File: src/rtl/kpd_pkg.sv
package kpd_pkg;
    typedef enum logic [1:0] {
        MODE_IDLE   = 2'd0,
        MODE_DETECT = 2'd1,
        MODE_SINGLE = 2'd2,
        MODE_CONT   = 2'd3
    } kmode_e;

    typedef enum logic [1:0] {
        ST_IDLE,
        ST_DETECT,
        ST_SETTLE,
        ST_GAP
    } kstate_e;

    localparam logic [5:0] OFS_CTRL  = 6'h00;
    localparam logic [5:0] OFS_SIZE  = 6'h04;
    localparam logic [5:0] OFS_STAT  = 6'h08;
    localparam logic [5:0] OFS_MASK  = 6'h0C;
    localparam logic [5:0] OFS_DATA  = 6'h10;
    localparam int         NUM_EVT   = 3;
endpackage

File: src/rtl/kpd_seq.sv
module kpd_seq
    import kpd_pkg::*;
#(
    parameter int NROWS   = 16,
    parameter int SETTLE_W = 14,
    parameter int GAP_W   = 16,
    localparam int ROW_W  = $clog2(NROWS),
    localparam int CNT_W  = (SETTLE_W > GAP_W) ? SETTLE_W : GAP_W
) (
    input  logic                clk,
    input  logic                rst_n,
    input  logic                restart,
    input  kmode_e              mode,
    input  logic [SETTLE_W-1:0] settle,
    input  logic [GAP_W-1:0]    gap,
    input  logic [ROW_W:0]      row_lim,
    output logic [NROWS-1:0]    row_drv,
    output logic                smp_en,
    output logic [ROW_W-1:0]    smp_idx,
    output logic                scan_done,
    output logic                in_detect
);
    kstate_e          st, st_n;
    logic [CNT_W-1:0] cnt, cnt_n;
    logic [ROW_W-1:0] row, row_n;
    logic [ROW_W:0]   row_next;

    assign row_next = {1'b0, row} + 1'b1;

    always_ff @(posedge clk or negedge rst_n) begin
        if (!rst_n) begin
            st  <= ST_IDLE;
            cnt <= '0;
            row <= '0;
        end else begin
            st  <= st_n;
            cnt <= cnt_n;
            row <= row_n;
        end
    end

    always_comb begin
        st_n      = st;
        cnt_n     = cnt;
        row_n     = row;
        smp_en    = 1'b0;
        scan_done = 1'b0;
        unique case (st)
            ST_IDLE: begin
                cnt_n = '0;
                row_n = '0;
                if (mode == MODE_DETECT)
                    st_n = ST_DETECT;
                else if (mode == MODE_SINGLE || mode == MODE_CONT)
                    st_n = ST_SETTLE;
            end
            ST_DETECT: begin
                if (mode != MODE_DETECT)
                    st_n = ST_IDLE;
            end
            ST_SETTLE: begin
                if (cnt == CNT_W'(settle)) begin
                    smp_en = ({1'b0, row} < row_lim);
                    cnt_n  = '0;
                    if (row_next >= row_lim || row_next == (ROW_W+1)'(NROWS)) begin
                        scan_done = 1'b1;
                        row_n     = '0;
                        st_n      = (mode == MODE_CONT) ? ST_GAP : ST_IDLE;
                    end else begin
                        row_n = row_next[ROW_W-1:0];
                    end
                end else begin
                    cnt_n = cnt + 1'b1;
                end
            end
            ST_GAP: begin
                if (cnt == CNT_W'(gap)) begin
                    cnt_n = '0;
                    st_n  = ST_SETTLE;
                end else begin
                    cnt_n = cnt + 1'b1;
                end
            end
        endcase
        if (restart) begin
            st_n  = ST_IDLE;
            cnt_n = '0;
            row_n = '0;
        end
    end

    always_comb begin
        smp_idx   = row;
        in_detect = (st == ST_DETECT);
        for (int i = 0; i < NROWS; i++) begin
            if (st == ST_SETTLE)
                row_drv[i] = (row != ROW_W'(i));
            else
                row_drv[i] = (st != ST_DETECT);
        end
    end

    // outside detect mode at most one row is driven low
    p_one_row_low_r11: assert property (@(posedge clk) disable iff (!rst_n)
        (st != ST_DETECT) |-> $onehot0(~row_drv));

    // the gap state never drives a row
    p_gap_rows_high_r4: assert property (@(posedge clk) disable iff (!rst_n)
        (st == ST_GAP) |-> (row_drv == '1));
endmodule

File: src/rtl/kpd_rowbank.sv
module kpd_rowbank #(
    parameter int NROWS = 16,
    parameter int NCOLS = 16,
    localparam int ROW_W = $clog2(NROWS)
) (
    input  logic             clk,
    input  logic             rst_n,
    input  logic             wr_en,
    input  logic [ROW_W-1:0] wr_idx,
    input  logic [ROW_W:0]   row_lim,
    input  logic [NCOLS-1:0] col_sense,
    input  logic [7:0]       col_lim,
    input  logic [ROW_W-1:0] rd_idx,
    output logic [NCOLS-1:0] rd_data,
    output logic             changed
);
    logic [NCOLS-1:0] snap [NROWS];
    logic [NCOLS-1:0] newv;

    for (genvar c = 0; c < NCOLS; c++) begin : g_col
        assign newv[c] = col_sense[c] | (8'(c) >= col_lim);
    end

    always_ff @(posedge clk or negedge rst_n) begin
        if (!rst_n) begin
            for (int r = 0; r < NROWS; r++) snap[r] <= '1;
        end else if (wr_en) begin
            snap[wr_idx] <= newv;
        end
    end

    assign rd_data = snap[rd_idx];
    assign changed = wr_en && (snap[wr_idx] != newv);

    // no write lands on a row at or beyond the active row count
    p_row_in_range_r5: assert property (@(posedge clk) disable iff (!rst_n)
        wr_en |-> ({1'b0, wr_idx} < row_lim));
endmodule

File: src/rtl/kpd_irq.sv
module kpd_irq
    import kpd_pkg::*;
(
    input  logic               clk,
    input  logic               rst_n,
    input  logic [NUM_EVT-1:0] set_evt,
    input  logic               clr_we,
    input  logic [NUM_EVT-1:0] clr_bits,
    input  logic               mask_we,
    input  logic [NUM_EVT-1:0] mask_in,
    output logic [NUM_EVT-1:0] status,
    output logic [NUM_EVT-1:0] mask,
    output logic               irq
);
    logic [NUM_EVT-1:0] clr_eff;

    assign clr_eff = clr_we ? clr_bits : '0;

    always_ff @(posedge clk or negedge rst_n) begin
        if (!rst_n) begin
            status <= '0;
            mask   <= '0;
        end else begin
            status <= (status & ~clr_eff) | set_evt;
            if (mask_we) mask <= mask_in;
        end
    end

    assign irq = |(status & mask);

    // a one written to bit 0 clears it unless a new completion arrives
    p_w1c_r8: assert property (@(posedge clk) disable iff (!rst_n)
        (clr_we && clr_bits[0] && !set_evt[0]) |=> !status[0]);

    // a held key keeps bit 2 set even across a clearing write
    p_sticky_r2: assert property (@(posedge clk) disable iff (!rst_n)
        set_evt[2] |=> status[2]);
endmodule

File: src/rtl/kpd_scan_ctrl.sv
module kpd_scan_ctrl
    import kpd_pkg::*;
#(
    parameter int NROWS = 16,
    parameter int NCOLS = 16,
    localparam int ROW_W = $clog2(NROWS)
) (
    input  logic        clk,
    input  logic        rst_n,
    input  logic [5:0]  bus_addr,
    input  logic        bus_we,
    input  logic [31:0] bus_wdata,
    output logic [31:0] bus_rdata,
    output logic [15:0] row_drv,
    input  logic [15:0] col_sense,
    output logic        irq
);
    kmode_e           mode;
    logic [13:0]      settle;
    logic [15:0]      gap;
    logic [7:0]       rows_cfg, cols_cfg;
    logic [ROW_W:0]   row_lim;
    logic             ctrl_we, size_we, stat_we, mask_we;
    logic             smp_en, scan_done, in_detect, changed;
    logic [ROW_W-1:0] smp_idx, rd_idx;
    logic [5:0]       data_ofs;
    logic [NCOLS-1:0] rd_row;
    logic [NUM_EVT-1:0] status, mask, set_evt;

    assign ctrl_we = bus_we && bus_addr == OFS_CTRL;
    assign size_we = bus_we && bus_addr == OFS_SIZE;
    assign stat_we = bus_we && bus_addr == OFS_STAT;
    assign mask_we = bus_we && bus_addr == OFS_MASK;

    assign row_lim = (rows_cfg > 8'(NROWS)) ? (ROW_W+1)'(NROWS) : rows_cfg[ROW_W:0];

    always_ff @(posedge clk or negedge rst_n) begin
        if (!rst_n) begin
            mode     <= MODE_IDLE;
            settle   <= '0;
            gap      <= '0;
            rows_cfg <= 8'(NROWS);
            cols_cfg <= 8'(NCOLS);
        end else begin
            if (ctrl_we) begin
                mode   <= kmode_e'(bus_wdata[1:0]);
                settle <= bus_wdata[15:2];
                gap    <= bus_wdata[31:16];
            end else if (scan_done && mode == MODE_SINGLE) begin
                mode <= MODE_IDLE;
            end
            if (size_we) begin
                rows_cfg <= bus_wdata[7:0];
                cols_cfg <= bus_wdata[15:8];
            end
        end
    end

    kpd_seq #(.NROWS(NROWS), .SETTLE_W(14), .GAP_W(16)) u_seq (
        .clk(clk), .rst_n(rst_n), .restart(ctrl_we), .mode(mode),
        .settle(settle), .gap(gap), .row_lim(row_lim), .row_drv(row_drv),
        .smp_en(smp_en), .smp_idx(smp_idx), .scan_done(scan_done),
        .in_detect(in_detect)
    );

    assign data_ofs = bus_addr - OFS_DATA;
    assign rd_idx   = data_ofs[ROW_W:1];

    kpd_rowbank #(.NROWS(NROWS), .NCOLS(NCOLS)) u_bank (
        .clk(clk), .rst_n(rst_n), .wr_en(smp_en), .wr_idx(smp_idx),
        .row_lim(row_lim), .col_sense(col_sense[NCOLS-1:0]), .col_lim(cols_cfg),
        .rd_idx(rd_idx), .rd_data(rd_row), .changed(changed)
    );

    assign set_evt = {in_detect && (col_sense != '1), changed, scan_done};

    kpd_irq u_irq (
        .clk(clk), .rst_n(rst_n), .set_evt(set_evt), .clr_we(stat_we),
        .clr_bits(bus_wdata[NUM_EVT-1:0]), .mask_we(mask_we),
        .mask_in(bus_wdata[NUM_EVT-1:0]), .status(status), .mask(mask), .irq(irq)
    );

    always_comb begin
        bus_rdata = '0;
        if (bus_addr == OFS_CTRL)
            bus_rdata = {gap, settle, mode};
        else if (bus_addr == OFS_SIZE)
            bus_rdata = {16'h0, cols_cfg, rows_cfg};
        else if (bus_addr == OFS_STAT)
            bus_rdata = {29'h0, status};
        else if (bus_addr == OFS_MASK)
            bus_rdata = {29'h0, mask};
        else if (bus_addr >= OFS_DATA && data_ofs < 6'(2*NROWS))
            bus_rdata = 32'(rd_row);
    end

    // a completed single scan returns the mode field to idle
    p_single_clears_r3: assert property (@(posedge clk) disable iff (!rst_n)
        (scan_done && mode == MODE_SINGLE && !ctrl_we) |=> (mode == MODE_IDLE));

    // detect mode never writes a snapshot
    p_detect_nowrite_r2: assert property (@(posedge clk) disable iff (!rst_n)
        (mode == MODE_DETECT) |-> !smp_en);

    // a control write always restarts with no row selected
    p_restart_idle_r10: assert property (@(posedge clk) disable iff (!rst_n)
        ctrl_we |=> (row_drv == '1));
endmodule

File: config.mk
export PLATFORM = sky130hd
export DESIGN_NAME = kpd_scan_ctrl
export DESIGN_NICKNAME = d
export VERILOG_FILES = /design/src/rtl/kpd_pkg.sv /design/src/rtl/kpd_seq.sv /design/src/rtl/kpd_rowbank.sv /design/src/rtl/kpd_irq.sv /design/src/rtl/kpd_scan_ctrl.sv
export SDC_FILE = /design/constraint.sdc
export NUM_CORES = 1
export LEC_CHECK = 0
export ABC_AREA = 1
export ABC_CLOCK_PERIOD_IN_PS = 2750
export BUFFER_PORTS_ARGS = -buffer_cell sky130_fd_sc_hd__buf_2
export CELL_PAD_IN_SITES_DETAIL_PLACEMENT = 0
export CELL_PAD_IN_SITES_GLOBAL_PLACEMENT = 1
export CORE_MARGIN = 2
export CORE_UTILIZATION = 28
export CTS_CLUSTER_DIAMETER = 60
export DETAILED_ROUTE_END_ITERATION = 6
export PLACE_DENSITY = 0.6
export SYNTH_ARGS = -nofsm -noshare
export SYNTH_HDL_FRONTEND = slang
export SYNTH_HIERARCHICAL = 1
export SYNTH_SLANG_ARGS = --single-unit
File: constraint.sdc
create_clock -name clk -period 2.75 [get_ports clk]
set_input_delay 0.275 -clock clk [delete_from_list [all_inputs] [get_ports clk]]
set_output_delay 0.275 -clock clk [all_outputs]
set_load 0.03 [all_outputs]
==> results by group <==
Critical path
  • R2R cell count: 17
  • CP endpoint kind: flip-flop
  • FF-to-FF setup slack: -0.005 ns
  • Crit path DAT: ~3.3 ns
  • Critical Path Fanout Max: 8
  • RR Startpoint: rows_cfg[2]
  • Worst setup path class: reg -> reg
  • CP Data Required Time: roughly 3.3 ns
  • Worst setup path start: rows_cfg[2]
  • Worst Setup Start Kind: flip-flop

Clock tree
  • Worst-path clk slew: 0.06 ns
  • Cts bufs inserted: between 40 and 50
  • TritonCTS clock tree: built
  • Longest Clk Path Bufs: 3
  • H-tree depth: 2
  • Root buffer cell: clkbuf_16
  • CTS Sinks: 332
  • Skew-Pair Late Insertion Delay: roughly 0.60 ns

Power and ir drop
  • Net Sw Frac: approximately 40%
  • Total power: approximately 21,000 uW
  • Leak Pwr: 0.0135 uW
  • Sequential fraction of design power: 32.7%
  • Sw Pwr: ~8100 uW
  • VDD IR-drop max: between 0.4 and 0.5 mV
  • Combinational power share: a little over a third
  • Clock share of power: a little under a third
  • Cell Pwr Density: 762 mW/mm2
  • Pint: approximately 13,000 uW

Global routing
  • Total gr overflow: 0
  • GR Util met2: around a third
  • Most Used Layer, Global Route: met2
  • GR Util All Layers: about a fifth
  • Initial antenna violation count: 1
  • First-pass GRT wire length: ~120,000 um
  • GRT met1 Usage: between 20% and 30%
  • Vias in the first global route: roughly 20,000
  • Largest net degree at the start of global routing: 88
  • Met3 Usage GRT: 2.33%

Synth
  • Post-synth EDFFs: 0
  • Synth Area in XOR/XNOR: less than 1%
  • Post-synthesis mux area share: less than 1%
  • Fraction of registers with async set/reset: 100%
  • Ys Warns: 6
  • Count of cell types in the netlist: 48
  • Synthesized area: 0.0210 mm2
  • Register bit total from synthesis: approximately 330
  • Post-Syn Nets: around 3,100
  • Syn avg cell area: 6.88 um2
  • Post-Synth Simple-Gate Area: 27.5%
  • Synth Area in Compound Gates: a little under a fifth
  • Main combinational cell family by area after synthesis: simple AND/OR/NAND/NOR gates
  • Synth Area in Adders: less than 1%
  • Syn Inst Count: approximately 3,100
  • Ys flop type: dfstp_2
  • Post-synthesis sequential area ratio: 41.0%

Run
  • Max-Cap Viols: 0

Run status
  • Failing checks: setup timing
  • Status: finished, violations left

STA
  • Tcrit/Tclk final: 100%
  • Worst-Margin Slew: 0.741 ns
  • Fmax: between 300 and 400 MHz
  • Min Tclk post-route: ~2.8 ns
  • Max Clock Skew: ~0.038 ns
  • Final Hold Fails: 0
  • Worst hold margin: between 0.1 and 0.15 ns
  • Slew HR: 50.5%
  • RSZ-0062 raised after global routing: yes
  • Final setup margin: -0.00518 ns
  • Final setup TNS: -0.0133 ns
  • Final setup violating endpoints: 3
  • Final Slew Violations: 0

Hold path
  • Min-delay src: col_sense[11]
  • Hold WC Path Type: in -> reg
  • Worst hold path depth: 3

Routing
  • Pre-Repair DR Iteration Count: 6
  • Routed wire length: 85,600 um
  • Post-DR wirelength/cell: between 15 and 20 um
  • Via density: 4.90
  • Iteration-0 DRC Markers: ~1,600
  • # DRC: 0
  • Final ANT Viol Nets: 0
  • Vias after detailed routing: between 20,000 and 25,000

Floorplanning
  • Starting Density: between 20% and 30%
  • Core box area: between 0.07 and 0.08 mm2
  • Die Y: 278 um
  • Row Count: 100
  • Die ar.: slightly below 0.08 mm2
  • Io pins: between 100 and 150
  • Die width: ~280 um

Placed design
  • GP Congestion: 0.902
  • I/O Buffers: around 110
  • Detailed Place HPWL: about 56,000 um
  • Cell count after placement: about 4,100

Finish
  • Fraction of layout cells with a size suffix above 1: ~29%
  • Area grow syn2layout: 30.2%
  • Final net count: around 3,400
  • Non-Filler Instances: 4,290
  • Filler instances: ~7,800
==> cell type report <==
class / instances / area, um2 / share of cell area (%)
antenna: 1 / 2.50 / 0.00914
timing repair buffer: 355 / 3440 / 12.6
clock buffer: 68 / 1420 / 5.19
multi-input combinational: 2212 / 11200 / 40.8
sequential: 332 / 8640 / 31.5
inverter: 332 / 1270 / 4.62
clock inverter: 21 / 245 / 0.896
tap: 969 / 1210 / 4.43
==> placed cells by master, fill, tap and decap left out, types with 37 or more instances in the layout <==
cell / instances
nand2_1: 980
nand3_1: 37
buf_2: 95
buf_12: 46
nor2_1: 227
nand2_2: 53
clkbuf_16: 61
o21ai_0: 271
dfstp_2: 258
dfrtp_1: 72
a21oi_2: 44
a21oi_1: 218
o21ai_1: 81
inv_1: 294
buf_4: 131
==> synth_stat cells, types with 3 or more instances <==
cell type  count  area (um2)
nor2_2         9        56.3
nor3_1        11        55.1
mux2i_1        4        40.0
nand2_1     1034        3880
nand2_4        3        33.8
buf_1         10        37.5
nor2_4         6        67.6
inv_2         26        97.6
ha_1          14         175
o21ai_0      343        1720
xnor2_1        6        52.6
nor3_2         4        40.0
xor2_1        11        96.3
o221ai_1      29         254
o22ai_2        9         113
dfrtp_1       74        1850
clkbuf_1      71         267
nand4_1       19         119
a31oi_1        9        56.3
o21bai_1       8        60.1
nand3_2        4        40.0
inv_1        304        1140
o21ai_1       45         225
buf_2         73         365
dfstp_2      258        6780
a21boi_0       3        22.5
nand3_1       43         215
a21oi_1      249        1250
nand3_4        3        52.6
a21oi_2       14         123
o22ai_1        8        50.1
o211ai_1      10        75.1
buf_6         12         135
buf_4         16         120
nand2_2       18         113
nor2_1       278        1040
mux2_2         5        56.3
==> registers in the layout, indices dropped and copies added (netlist names) <==
name,cells
u_irq/mask,3
u_seq/st,2
settle,14
gap,16
u_bank/snap,256
u_seq/smp_idx,4
cols_cfg,8
u_irq/status,3
u_seq/cnt,16
mode,2
rows_cfg,8
==> critical path, cell delays in order, from the launching register on <==
cell and delay (ns):
dfrtp_1 0.37, inv_2 0.07, nand3_2 0.08, o21ai_2 0.18
nand3_4 0.12, nor2_4 0.13, inv_2 0.07, ha_4 0.24
a21oi_2 0.11, o221ai_1 0.12, nor2_1 0.13, buf_4 0.20
buf_6 0.13, nand2_8 0.08, nor2_4 0.25, buf_12 0.23
nor2_4 0.05, a21oi_2 0.11
==> per-stage QoR <==
step                      utilization [%]  area, um2  setup slack, ns
after floorplan                         -      21000            0.126
after global placement               32.0      23900           -0.229
after detailed placement             32.0      23900           -0.238
after CTS                            35.0      26100          -0.0177
after global routing                 36.8      27400           -0.147
final                                36.8      27400         -0.00518
==> cells by family (layout without fill, tap and decap cells) <==
kind of cell / after synthesis / after routing
adders and majority gates: 14 / 14
and+or+nand+nor: 1439 / 1439
xor gates and xnor gates: 17 / 17
DFF: 332 / 332
AOI/OAI and AO/OA: 732 / 732
buffers and inverters: 515 / 776
other: 0 / 1
muxes: 10 / 10
==> power groups by stage <==
| stage | registers (uW) | clock network (uW) | logic [uW] |
|---|---|---|---|
| floorplan | 6620 | 0 | 4500 |
| global placement | 6810 | 0 | 6790 |
| detailed placement | 6830 | 0 | 6840 |
| CTS | 6770 | 6720 | 6990 |
| global route | 6930 | 6880 | 8300 |
| finish | 6820 | 6540 | 7510 |
==> layer usage <==
metal,part of all wire [%],up-vias
met5,0,-
met4,3.3,0
met3,4.9,134
met2,46,532
met1,45,10200
li1,-,10200
==> what timing repair did <==
action | in CTS | in global routing
resized for setup | 66 | 315
pin swaps | 7 | 56
endpoints found under the hold margin | 95 | 0
hold buffers | 34 | 0
cloned | 0 | 12
endpoints found under the setup margin | 267 | 266
setup buffers | 2 | 11
==> path summary, 6_finish.rpt <==
kind | end
worst min-delay path | u_bank/snap[219]
min in group asynchronous | u_bank/snap[205]
worst max register to register | u_bank/snap[222]
max in group asynchronous | u_bank/snap[197]
worst max-delay path | u_bank/snap[222]
worst min register to register | u_bank/snap[52]
No activity file was read; power rests on OpenSTA's default activity.
